===== src/rtl/viaPkg.sv =====
package viaPkg;
  localparam int FLAG_W = 7;

  localparam logic [3:0] OFS_ORB   = 4'd0;
  localparam logic [3:0] OFS_ORA   = 4'd1;
  localparam logic [3:0] OFS_DDRB  = 4'd2;
  localparam logic [3:0] OFS_DDRA  = 4'd3;
  localparam logic [3:0] OFS_T1CL  = 4'd4;
  localparam logic [3:0] OFS_T1CH  = 4'd5;
  localparam logic [3:0] OFS_T1LL  = 4'd6;
  localparam logic [3:0] OFS_T1LH  = 4'd7;
  localparam logic [3:0] OFS_T2CL  = 4'd8;
  localparam logic [3:0] OFS_T2CH  = 4'd9;
  localparam logic [3:0] OFS_SHIFT = 4'd10;
  localparam logic [3:0] OFS_ACR   = 4'd11;
  localparam logic [3:0] OFS_PCR   = 4'd12;
  localparam logic [3:0] OFS_IFR   = 4'd13;
  localparam logic [3:0] OFS_IER   = 4'd14;
  localparam logic [3:0] OFS_ORANH = 4'd15;

  localparam int BIT_CA1 = 1;
  localparam int BIT_CB1 = 4;
  localparam int BIT_T2  = 5;
  localparam int BIT_T1  = 6;

  typedef struct packed {
    logic wrOrb;
    logic wrOra;
    logic wrDdrb;
    logic wrDdra;
    logic wrT1LatLo;
    logic wrT1LatHi;
    logic wrT1Start;
    logic wrT2LatLo;
    logic wrT2Start;
    logic wrAcr;
    logic wrPcr;
    logic wrIfr;
    logic wrIer;
    logic clrCa;
    logic clrCb;
    logic clrT1;
    logic clrT2;
  } viaStrobes_t;
endpackage


===== src/rtl/viaCtrl.sv =====
module viaCtrl
  import viaPkg::*;
(
  input  logic        cs,
  input  logic        we,
  input  logic [3:0]  regSel,
  output viaStrobes_t strb
);
  logic wrAcc;
  logic rdAcc;

  assign wrAcc = cs & we;
  assign rdAcc = cs & ~we;

  always_comb begin
    strb = '0;
    unique case (regSel)
      OFS_ORB: begin
        strb.wrOrb = wrAcc;
        strb.clrCb = cs;
      end
      OFS_ORA: begin
        strb.wrOra = wrAcc;
        strb.clrCa = cs;
      end
      OFS_DDRB: strb.wrDdrb = wrAcc;
      OFS_DDRA: strb.wrDdra = wrAcc;
      OFS_T1CL: begin
        strb.wrT1LatLo = wrAcc;
        strb.clrT1     = rdAcc;
      end
      OFS_T1CH: begin
        strb.wrT1Start = wrAcc;
        strb.clrT1     = wrAcc;
      end
      OFS_T1LL: strb.wrT1LatLo = wrAcc;
      OFS_T1LH: strb.wrT1LatHi = wrAcc;
      OFS_T2CL: begin
        strb.wrT2LatLo = wrAcc;
        strb.clrT2     = cs;
      end
      OFS_T2CH: begin
        strb.wrT2Start = wrAcc;
        strb.clrT2     = wrAcc;
      end
      OFS_SHIFT: ;
      OFS_ACR: strb.wrAcr = wrAcc;
      OFS_PCR: strb.wrPcr = wrAcc;
      OFS_IFR: strb.wrIfr = wrAcc;
      OFS_IER: strb.wrIer = wrAcc;
      OFS_ORANH: strb.wrOra = wrAcc;
      default: ;
    endcase
  end
endmodule


===== src/rtl/viaDatapath.sv =====
module viaDatapath
  import viaPkg::*;
#(
  parameter int DATA_W = 8
) (
  input  logic              clk,
  input  logic              rstN,
  input  viaStrobes_t       strb,
  input  logic [3:0]        regSel,
  input  logic [DATA_W-1:0] wrData,
  output logic [DATA_W-1:0] rdData,
  input  logic [DATA_W-1:0] portAIn,
  input  logic [DATA_W-1:0] portBIn,
  output logic [DATA_W-1:0] portAOut,
  output logic [DATA_W-1:0] portAOe,
  output logic [DATA_W-1:0] portBOut,
  output logic [DATA_W-1:0] portBOe,
  input  logic              ca1,
  input  logic              cb1,
  output logic              irq
);
  localparam int TMR_W   = 2 * DATA_W;
  localparam int TOG_BIT = DATA_W - 1;
  localparam int N_EDGE  = 2;

  logic [DATA_W-1:0] oraQ, orbQ, ddraQ, ddrbQ, acrQ, pcrQ;
  logic [DATA_W-1:0] t1LatLoQ, t1LatHiQ, t2LatLoQ;
  logic [TMR_W-1:0]  t1CntQ, t2CntQ;
  logic              t1RunQ, t1ArmQ, t2RunQ, t2ArmQ, togQ;
  logic [FLAG_W-1:0] ifrQ, ierQ, flagSet, flagClr;
  logic              t1Under, t2Under, t1Event, t2Event, freeRun, togEn;
  logic              primedQ;
  logic [N_EDGE-1:0] lineIn, linePrevQ, edgePol, edgeHit;
  logic              anyPending;

  assign freeRun = acrQ[6];
  assign togEn   = acrQ[7];

  // data registers
  always_ff @(posedge clk) begin
    if (!rstN) begin
      oraQ <= '0; orbQ <= '0; ddraQ <= '0; ddrbQ <= '0;
      acrQ <= '0; pcrQ <= '0;
      t1LatLoQ <= '0; t1LatHiQ <= '0; t2LatLoQ <= '0;
    end else begin
      if (strb.wrOra)  oraQ  <= wrData;
      if (strb.wrOrb)  orbQ  <= wrData;
      if (strb.wrDdra) ddraQ <= wrData;
      if (strb.wrDdrb) ddrbQ <= wrData;
      if (strb.wrAcr)  acrQ  <= wrData;
      if (strb.wrPcr)  pcrQ  <= wrData;
      if (strb.wrT1LatLo) t1LatLoQ <= wrData;
      if (strb.wrT1LatHi || strb.wrT1Start) t1LatHiQ <= wrData;
      if (strb.wrT2LatLo) t2LatLoQ <= wrData;
    end
  end

  // timer 1
  assign t1Under = t1RunQ && (t1CntQ == '0) && !strb.wrT1Start;
  assign t1Event = t1Under && (t1ArmQ || freeRun);

  always_ff @(posedge clk) begin
    if (!rstN) begin
      t1CntQ <= '0; t1RunQ <= 1'b0; t1ArmQ <= 1'b0; togQ <= 1'b0;
    end else if (strb.wrT1Start) begin
      t1CntQ <= {wrData, t1LatLoQ};
      t1RunQ <= 1'b1;
      t1ArmQ <= 1'b1;
      togQ   <= 1'b0;
    end else if (t1RunQ) begin
      if (t1Under && freeRun) t1CntQ <= {t1LatHiQ, t1LatLoQ};
      else                    t1CntQ <= t1CntQ - 1'b1;
      if (t1Under && !freeRun) t1ArmQ <= 1'b0;
      if (t1Event) togQ <= ~togQ;
    end
  end

  // timer 2
  assign t2Under = t2RunQ && (t2CntQ == '0) && !strb.wrT2Start;
  assign t2Event = t2Under && t2ArmQ;

  always_ff @(posedge clk) begin
    if (!rstN) begin
      t2CntQ <= '0; t2RunQ <= 1'b0; t2ArmQ <= 1'b0;
    end else if (strb.wrT2Start) begin
      t2CntQ <= {wrData, t2LatLoQ};
      t2RunQ <= 1'b1;
      t2ArmQ <= 1'b1;
    end else if (t2RunQ) begin
      t2CntQ <= t2CntQ - 1'b1;
      if (t2Under) t2ArmQ <= 1'b0;
    end
  end

  // edge detectors for the two interrupt inputs
  assign lineIn  = {cb1, ca1};
  assign edgePol = {pcrQ[4], pcrQ[0]};

  always_ff @(posedge clk) begin
    if (!rstN) primedQ <= 1'b0;
    else       primedQ <= 1'b1;
  end

  for (genvar g = 0; g < N_EDGE; g++) begin : gEdge
    always_ff @(posedge clk) begin
      if (!rstN) linePrevQ[g] <= 1'b0;
      else       linePrevQ[g] <= lineIn[g];
    end
    assign edgeHit[g] = primedQ &&
      (edgePol[g] ? (lineIn[g] && !linePrevQ[g]) : (!lineIn[g] && linePrevQ[g]));
  end

  // interrupt flags and enables
  always_comb begin
    flagSet = '0;
    flagSet[BIT_T1]  = t1Event;
    flagSet[BIT_T2]  = t2Event;
    flagSet[BIT_CA1] = edgeHit[0];
    flagSet[BIT_CB1] = edgeHit[1];
    flagClr = strb.wrIfr ? wrData[FLAG_W-1:0] : '0;
    if (strb.clrT1) flagClr[BIT_T1] = 1'b1;
    if (strb.clrT2) flagClr[BIT_T2] = 1'b1;
    if (strb.clrCa) flagClr[BIT_CA1] = 1'b1;
    if (strb.clrCb) flagClr[BIT_CB1] = 1'b1;
  end

  always_ff @(posedge clk) begin
    if (!rstN) begin
      ifrQ <= '0;
      ierQ <= '0;
    end else begin
      ifrQ <= (ifrQ & ~flagClr) | flagSet;
      if (strb.wrIer) begin
        if (wrData[FLAG_W]) ierQ <= ierQ | wrData[FLAG_W-1:0];
        else                ierQ <= ierQ & ~wrData[FLAG_W-1:0];
      end
    end
  end

  assign anyPending = |(ifrQ & ierQ);
  assign irq        = anyPending;

  // pin outputs
  assign portAOut = oraQ & ddraQ;
  assign portAOe  = ddraQ;

  always_comb begin
    portBOut = orbQ & ddrbQ;
    portBOe  = ddrbQ;
    if (togEn) begin
      portBOut[TOG_BIT] = togQ;
      portBOe[TOG_BIT]  = 1'b1;
    end
  end

  // read mux
  always_comb begin
    rdData = '0;
    unique case (regSel)
      OFS_ORB:   rdData = (portBOut & portBOe) | (portBIn & ~portBOe);
      OFS_ORA,
      OFS_ORANH: rdData = (portAOut & portAOe) | (portAIn & ~portAOe);
      OFS_DDRB:  rdData = ddrbQ;
      OFS_DDRA:  rdData = ddraQ;
      OFS_T1CL:  rdData = t1CntQ[DATA_W-1:0];
      OFS_T1CH:  rdData = t1CntQ[TMR_W-1:DATA_W];
      OFS_T1LL:  rdData = t1LatLoQ;
      OFS_T1LH:  rdData = t1LatHiQ;
      OFS_T2CL:  rdData = t2CntQ[DATA_W-1:0];
      OFS_T2CH:  rdData = t2CntQ[TMR_W-1:DATA_W];
      OFS_SHIFT: rdData = '0;
      OFS_ACR:   rdData = acrQ;
      OFS_PCR:   rdData = pcrQ;
      OFS_IFR:   rdData = DATA_W'({anyPending, ifrQ});
      OFS_IER:   rdData = DATA_W'({1'b1, ierQ});
      default:   rdData = '0;
    endcase
  end

  // assertions
  assert_t1_start_clears_R7: assert property (@(posedge clk) disable iff (!rstN)
    strb.wrT1Start |=> !ifrQ[BIT_T1]);

  assert_ier_clear_R4: assert property (@(posedge clk) disable iff (!rstN)
    (strb.wrIer && !wrData[FLAG_W]) |=> ((ierQ & $past(wrData[FLAG_W-1:0])) == '0));

  assert_latch_to_pin_R3: assert property (@(posedge clk) disable iff (!rstN)
    strb.wrOra |=> (portAOut == ($past(wrData) & portAOe)));

  assert_irq_needs_enable_R6: assert property (@(posedge clk) disable iff (!rstN)
    irq |-> (ierQ != '0));

  assert_oneshot_once_R8: assert property (@(posedge clk) disable iff (!rstN)
    (!freeRun && t1RunQ && !t1ArmQ && !strb.wrT1Start) |=> !(ifrQ[BIT_T1] && !$past(ifrQ[BIT_T1])));
endmodule


===== src/rtl/viaCore.sv =====
module viaCore
  import viaPkg::*;
#(
  parameter int DATA_W = 8
) (
  input  logic              clk,
  input  logic              rstN,
  input  logic              cs,
  input  logic              we,
  input  logic [3:0]        regSel,
  input  logic [DATA_W-1:0] wrData,
  output logic [DATA_W-1:0] rdData,
  input  logic [DATA_W-1:0] portAIn,
  input  logic [DATA_W-1:0] portBIn,
  output logic [DATA_W-1:0] portAOut,
  output logic [DATA_W-1:0] portAOe,
  output logic [DATA_W-1:0] portBOut,
  output logic [DATA_W-1:0] portBOe,
  input  logic              ca1,
  input  logic              cb1,
  output logic              irq
);
  viaStrobes_t strb;

  viaCtrl u_ctrl (
    .cs     (cs),
    .we     (we),
    .regSel (regSel),
    .strb   (strb)
  );

  viaDatapath #(.DATA_W(DATA_W)) u_dp (
    .clk      (clk),
    .rstN     (rstN),
    .strb     (strb),
    .regSel   (regSel),
    .wrData   (wrData),
    .rdData   (rdData),
    .portAIn  (portAIn),
    .portBIn  (portBIn),
    .portAOut (portAOut),
    .portAOe  (portAOe),
    .portBOut (portBOut),
    .portBOe  (portBOe),
    .ca1      (ca1),
    .cb1      (cb1),
    .irq      (irq)
  );
endmodule


===== config.mk =====
export PLATFORM = sky130hd
export DESIGN_NAME = viaCore
export DESIGN_NICKNAME = d
export VERILOG_FILES = /design/src/rtl/viaPkg.sv /design/src/rtl/viaCtrl.sv /design/src/rtl/viaDatapath.sv /design/src/rtl/viaCore.sv
export SDC_FILE = /design/constraint.sdc
export NUM_CORES = 1
export LEC_CHECK = 0
export ABC_AREA = 1
export BUFFER_PORTS_ARGS = -buffer_cell sky130_fd_sc_hd__clkbuf_2
export CAP_MARGIN = 25
export CORE_ASPECT_RATIO = 0.9
export CORE_MARGIN = 2
export CORE_UTILIZATION = 31
export DETAILED_ROUTE_END_ITERATION = 10
export PLACE_DENSITY = 0.6
export REMOVE_ABC_BUFFERS = 1
export SLEW_MARGIN = 20
export SYNTH_ARGS = -nofsm -noshare
export SYNTH_HDL_FRONTEND = slang
export SYNTH_HIERARCHICAL = 1
export SYNTH_SLANG_ARGS = --single-unit

===== constraint.sdc =====
create_clock -name clk -period 2.6 [get_ports clk]
set_input_delay 0.13 -clock clk [delete_from_list [all_inputs] [get_ports clk]]
set_output_delay 0.13 -clock clk [all_outputs]
set_load 0.01 [all_outputs]

==> results.toml, run 1 <==
[routing]
drt_first_pass_iters = 5
drtIter0Drc = 710
routed-via-count = 7184
wl_met1_microns = 10930
wl_met3_microns = 1186
drc = 0
wl_met2_microns = 10330
avgRoutedWirePerCell_microns = 16.11
routed.top_layer = "met4"
ant_nets = 0
routed_wl_microns = 23180
viasPerCell = 4.992

[finish]
final_nets = 1174
antenna_cells = 0
syn_to_final_growth_pct = 18.53
final_common_cell = "nand2_1"
fillers = 2323
final_cell_mix = "nand2_1, nor2_1, dfxtp_1, inv_1, o21ai_0"
layout-drive-gt1-share_pct = 12.80
final_cells = 1439
final_core_util_pct = 37.58

[sta]
slew_headroom_pct = 35.44
worst_pin_slew_ns = 0.9648
slew_violations = 0
clock_skew_ns = 0.009073
setup_viol = 0
setup_tns_ns = 0
period_needed_ns = 2.040
period_share_pct = 78.45
fmax_mhz = 490.3
rsz0062_at_grt = "false"
setup_slack_ns = 0.5602
finalHoldViolations = 0

[setup_path]
cp-start-kind = "flip-flop"
cp-end-kind = "output port"
crit_slowest_cell = "dfxtp_1"
critical_path_peak_fanout = 13
required_ns = 2.47
rr_worst_depth = 10
slowest_delay_ns = 0.48
crit_chain = "a22o_1, nor3_1, nand3_1, clkbuf_2"
crit_type = "flip-flop to output port"
arrival_ns = 1.91

[die]
core_region_area_sq_mm = 0.02170
num_rows = 51
die_width_microns = 161.0
die_h_microns = 145.3
boundaryPins = 75
dieArea_sq_mm = 0.02340
start_util_pct = 31.71

[logic_synthesis]
synth.top_cell.area_share_pct = 36.67
yosysWarnings = 6
ys_seq_elements = 126
yosysUniqueCellTypes = 40
syn-instance-count = 1072
synth_top_cell_by_area = "dfxtp_1"
synth_area_leaders = "dfxtp_1, nand2_1, nor2_1"
synth_top_flop_cell = "dfxtp_1"
async_flop_share_pct = 0
synth-edff-count = 0
synth-seq-area-share_pct = 36.67
avgSynthCellArea_sq_um = 6.417
syn_area_sq_mm = 0.006879

[clock_tree]
cts_max_level = 4
path_clk_slew_ns = 0.06
cts_tree = "yes"
cts_buffer_depth = 2
clk_latency_ns = 0.42
root_buffer = "clkbuf_16"
clock-sinks = 126
cts_buffers = 17
cts-resized-gates = 0

[pwr]
p_per_area_mw_per_mm2 = 619.3
ir_drop_uv = 375.5
total_power_mw = 5.050
p_leak_nw = 3.583

[placed_design]
preCtsSetupSlack_ns = 0.5594
dpl.cell_count = 1406
place_congestion = 0.9089
io_buffers = 74
place_hpwl_microns = 16790

[grt]
globalRouteTotalUtil_pct = 19.95
antenna_found_initial = 0
gr-total-overflow = 0
grt_pass1_vias = 6743
grt_max_degree = 45
grt_pass1_wl_microns = 36780

[hold_path]
whs_path_depth = 6
hp-class = "input pin to flip-flop"

[flow_run]
maxCapViolCount = 0

[status]
outcome = "finished clean"
[synthesized netlist by cell type, types with 3 or more instances]
cell type  count
nand3_1       57
inv_1        122
buf_2          3
xor2_1        12
o22ai_1       11
nor3_1        14
clkbuf_1      27
nor2_1       161
nand2_2        4
xnor2_1        4
o211ai_1       5
nand3b_1       5
o21ai_0       82
nand4_1       23
a21oi_1       75
ha_1           4
dfxtp_1      126
a22oi_1       15
nor2_4         7
a31oi_1        7
nand2_1      264
buf_1          5
buf_4          8
inv_2          6
o21ai_1        3
[layout make-up]
class                           count  area [sq um]  area share (%)
Clock buffer                       18         439.2           5.386
Inverter                          130         488.0           5.984
Timing Repair Buffer               89         488.0           5.984
Sequential cell                   126          2522           30.93
Multi-Input combinational cell    772          3665           44.94
Tap cell                          291         364.1           4.465
Clock inverter                     13         187.7           2.302
[what timing repair did]
item | 4_1_cts | 5_1_grt
hold buffers | 2 | 0
hold endpoints to repair | 2 | 0
endpoints found under the setup margin | 0 | 0
buffers inserted | 0 | 0
[metrics by stage]
step / cell area, sq um / hold WS (ns)
after global placement: 7505 / 0.3412
after floorplan: 6673 / 0.1577
after detailed placement: 7505 / 0.3528
after global routing: 8154 / 0.2074
final: 8154 / 0.1860
after CTS: 8152 / 0.1801
[flip-flops by register name, indices dropped and copies added, names as in the netlist, 2 cells and up, named ones only]
| name | count |
|---|---|
| u_dp/pcrQ | 8 |
| u_dp/t1LatLoQ | 8 |
| u_dp/ddrbQ | 8 |
| u_dp/orbQ | 8 |
| u_dp/t2LatLoQ | 8 |
| u_dp/linePrevQ | 2 |
| u_dp/t1LatHiQ | 8 |
| u_dp/t1CntQ | 16 |
| u_dp/ifrQ | 7 |
| u_dp/oraQ | 8 |
| u_dp/t2CntQ | 16 |
| u_dp/acrQ | 8 |
| u_dp/portAOe | 8 |
[path summary, 6_finish.rpt]
kind,slack (ns),endpoint,from
max,0.56,rdData[6],u_dp/acrQ[6]$_SDFFE_PN0P_
min,0.19,u_dp/ifrQ[5]$_SDFF_PN0_,cs
max reg2reg,0.76,u_dp/t1CntQ[7]$_SDFFE_PN0P_,u_dp/t1CntQ[0]$_SDFFE_PN0P_
min reg2reg,0.45,u_dp/ifrQ[3]$_SDFF_PN0_,u_dp/ifrQ[3]$_SDFF_PN0_
[critical path, delay by kind of cell (launching register included)]
| kind | cells | cell delay, ns |
|---|---|---|
| buffers and inverters | 1 | 0.16 |
| and+or+nand+nor | 2 | 0.54 |
| DFF | 1 | 0.48 |
| AOI/OAI and AO/OA | 1 | 0.31 |
[cell families after synthesis]
| kind of cell | count (synthesis) | synth area share (%) |
|---|---|---|
| XOR/XNOR | 16 | 2.037 |
| flip-flops | 126 | 36.67 |
| AND/OR/NAND/NOR | 542 | 33.49 |
| AO/OA/AOI/OAI | 210 | 16.99 |
| adder cells (fa/ha/maj) | 4 | 0.7276 |
| buffers and inverters | 174 | 10.09 |
[report_power, final]
part | internal (mW) | switching (mW)
sequential | 1.97 | 0.0316
combinational | 0.159 | 0.333
clock | 1.63 | 0.930
total | 3.75 | 1.30
[per-layer routing]
| layer | global-route usage, % | up-vias |
|---|---|---|
| met2 | 32.00 | 238 |
| met1 | 26.71 | 3308 |
| met3 | 3.488 | 40 |
| li1 | - | 3598 |
| met4 | 7.768 | 0 |
| met5 | 0 | - |
Note: power is estimated with default switching activity, not from simulation.
==> run 2, diff against run 1 <==
- PLACE_DENSITY: 0.6 -> 0.61
- clock period: 2.6 -> 1.7 ns (I/O delays scaled with it)
==> results.toml, run 2 (synthesis results as in run 1) <==
[status]
outcome = "finished, violations left"
violations = "setup timing"

[hold_path]
hp-class = "input pin to flip-flop"

[placed_design]
place_hpwl_microns = 17270
dpl.cell_count = 1449
io_buffers = 74
place_congestion = 0.9106

[routing]
avgRoutedWirePerCell_microns = 16.01
wl_met2_microns = 10530
ant_nets = 0
wl_met1_microns = 11250
drtIter0Drc = 703
wl_met3_microns = 1404
routed_wl_microns = 23940
drc = 0
routed.top_layer = "met4"
viasPerCell = 4.965
routed-via-count = 7422
drt_first_pass_iters = 5

[sta]
setup_viol = 2
period_share_pct = 101.6
rsz0062_at_grt = "true"
fmax_mhz = 579.0
clock_skew_ns = 0.006157
slew_headroom_pct = 41.82
slew_violations = 0
worst_pin_slew_ns = 0.8695
setup_slack_ns = -0.02712
hold_ws_ns = 0.1536
finalHoldViolations = 0
period_needed_ns = 1.727

[finish]
layout-drive-gt1-share_pct = 21.76
final_nets = 1229
fillers = 2322
antenna_cells = 0
final_cells = 1495
syn_to_final_growth_pct = 27.14
final_cell_mix = "nand2_1, nor2_1, inv_1, dfxtp_1, o21ai_0"
reg_top3 = "u_dp/t1CntQ: 16 flops, u_dp/t2CntQ: 16 flops"
final_common_cell = "nand2_1"

[clock_tree]
path_clk_slew_ns = 0.06
cts_buffers = 17
cts_max_level = 4
root_buffer = "clkbuf_16"
clock-sinks = 126
clk_latency_ns = 0.43
cts_tree = "yes"
cts_buffer_depth = 2

[flow_run]
maxCapViolCount = 0

[grt]
antenna_found_initial = 0
globalRouteTotalUtil_pct = 20.37
grt_pass1_wl_microns = 37370
grt_pass1_vias = 6844
grt_max_degree = 43
gr-total-overflow = 0

[setup_path]
arrival_ns = 1.64
cp-start-kind = "flip-flop"
critical_path_peak_fanout = 3
crit_type = "flip-flop to output port"
required_ns = 1.62
cp-end-kind = "output port"

[die]
start_util_pct = 31.71
core_region_area_sq_mm = 0.02170
boundaryPins = 75
die_h_microns = 145.3
die_width_microns = 161.0
num_rows = 51
dieArea_sq_mm = 0.02340

[pwr]
p_leak_nw = 3.889
p_per_area_mw_per_mm2 = 843.7
ir_drop_uv = 674.2
-- run 2: path summary, 6_finish.rpt --
| check | start | slack, ns | depth (start not counted) | end |
|---|---|---|---|---|
| worst max-delay path | flip-flop | -0.03 | 9 | rdData[7] |
| worst min-delay path | rstN | 0.15 | 4 | u_dp/togQ$_SDFFE_PP0P_ |
| worst max register to register | u_dp/t1CntQ[12]$_SDFFE_PN0P_ | 0.18 | 9 | u_dp/t1CntQ[1]$_SDFFE_PN0P_ |
| worst min register to register | u_dp/ifrQ[0]$_SDFF_PN0_ | 0.45 | 2 | u_dp/ifrQ[0]$_SDFF_PN0_ |
-- run 2: final cells by class --
class | instances | area [sq um] | share of cell area, %
inverter | 130 | 495.5 | 5.665
multi-input combinational | 772 | 3837 | 43.88
sequential | 126 | 2551 | 29.17
tap | 291 | 364.1 | 4.163
clock buffer | 17 | 425.4 | 4.864
timing repair buffer | 144 | 942.2 | 10.77
clock inverter | 15 | 130.1 | 1.488
-- run 2: metrics by stage --
stage / utilization [%] / power [mW] / cell area [sq um] / setup WS (ns) / setup TNS [ns]
floorplan: - / 3.554 / 6673 / -0.1313 / -1.122
global placement: 36.19 / 3.907 / 7853 / -0.1533 / -0.4754
detailed placement: 36.19 / 3.914 / 7853 / -0.1532 / -0.5249
CTS: 39.23 / 7.374 / 8511 / -0.01721 / -0.02787
global route: 40.31 / 7.630 / 8746 / -0.1466 / -0.3070
finish: 40.31 / 7.379 / 8746 / -0.02712 / -0.05134
-- run 2: critical path, stage by stage (launching register included) --
cell     delay (ns)
dfxtp_2        0.33
nand2_1        0.06
nand2_1        0.05
nor2_1         0.11
nand4_1        0.12
nand2_1        0.10
nand3_2        0.08
nor2_2         0.12
nand3_2        0.10
buf_6          0.14
-- run 2: timing repair --
| item | 4_1_cts | 5_1_grt |
|---|---|---|
| buffers inserted | 2 | 10 |
| hold buffers | 2 | 0 |
| hold endpoints to repair | 3 | 0 |
| resized for setup | 19 | 63 |
| endpoints found under the setup margin | 8 | 17 |
| pin swaps | 8 | 16 |
-- run 2: power by group --
group / internal (mW) / switching (mW) / total, mW
registers: 3.00 / 0.0409 / 3.04
clock network: 1.91 / 1.57 / 3.48
logic: 0.309 / 0.554 / 0.862
-- run 2: routing by layer --
metal	GRT usage, %	vias to the layer above
met5	0	-
li1	-	3710
met2	30.79	242
met3	3.802	48
met4	9.286	0
met1	28.12	3422
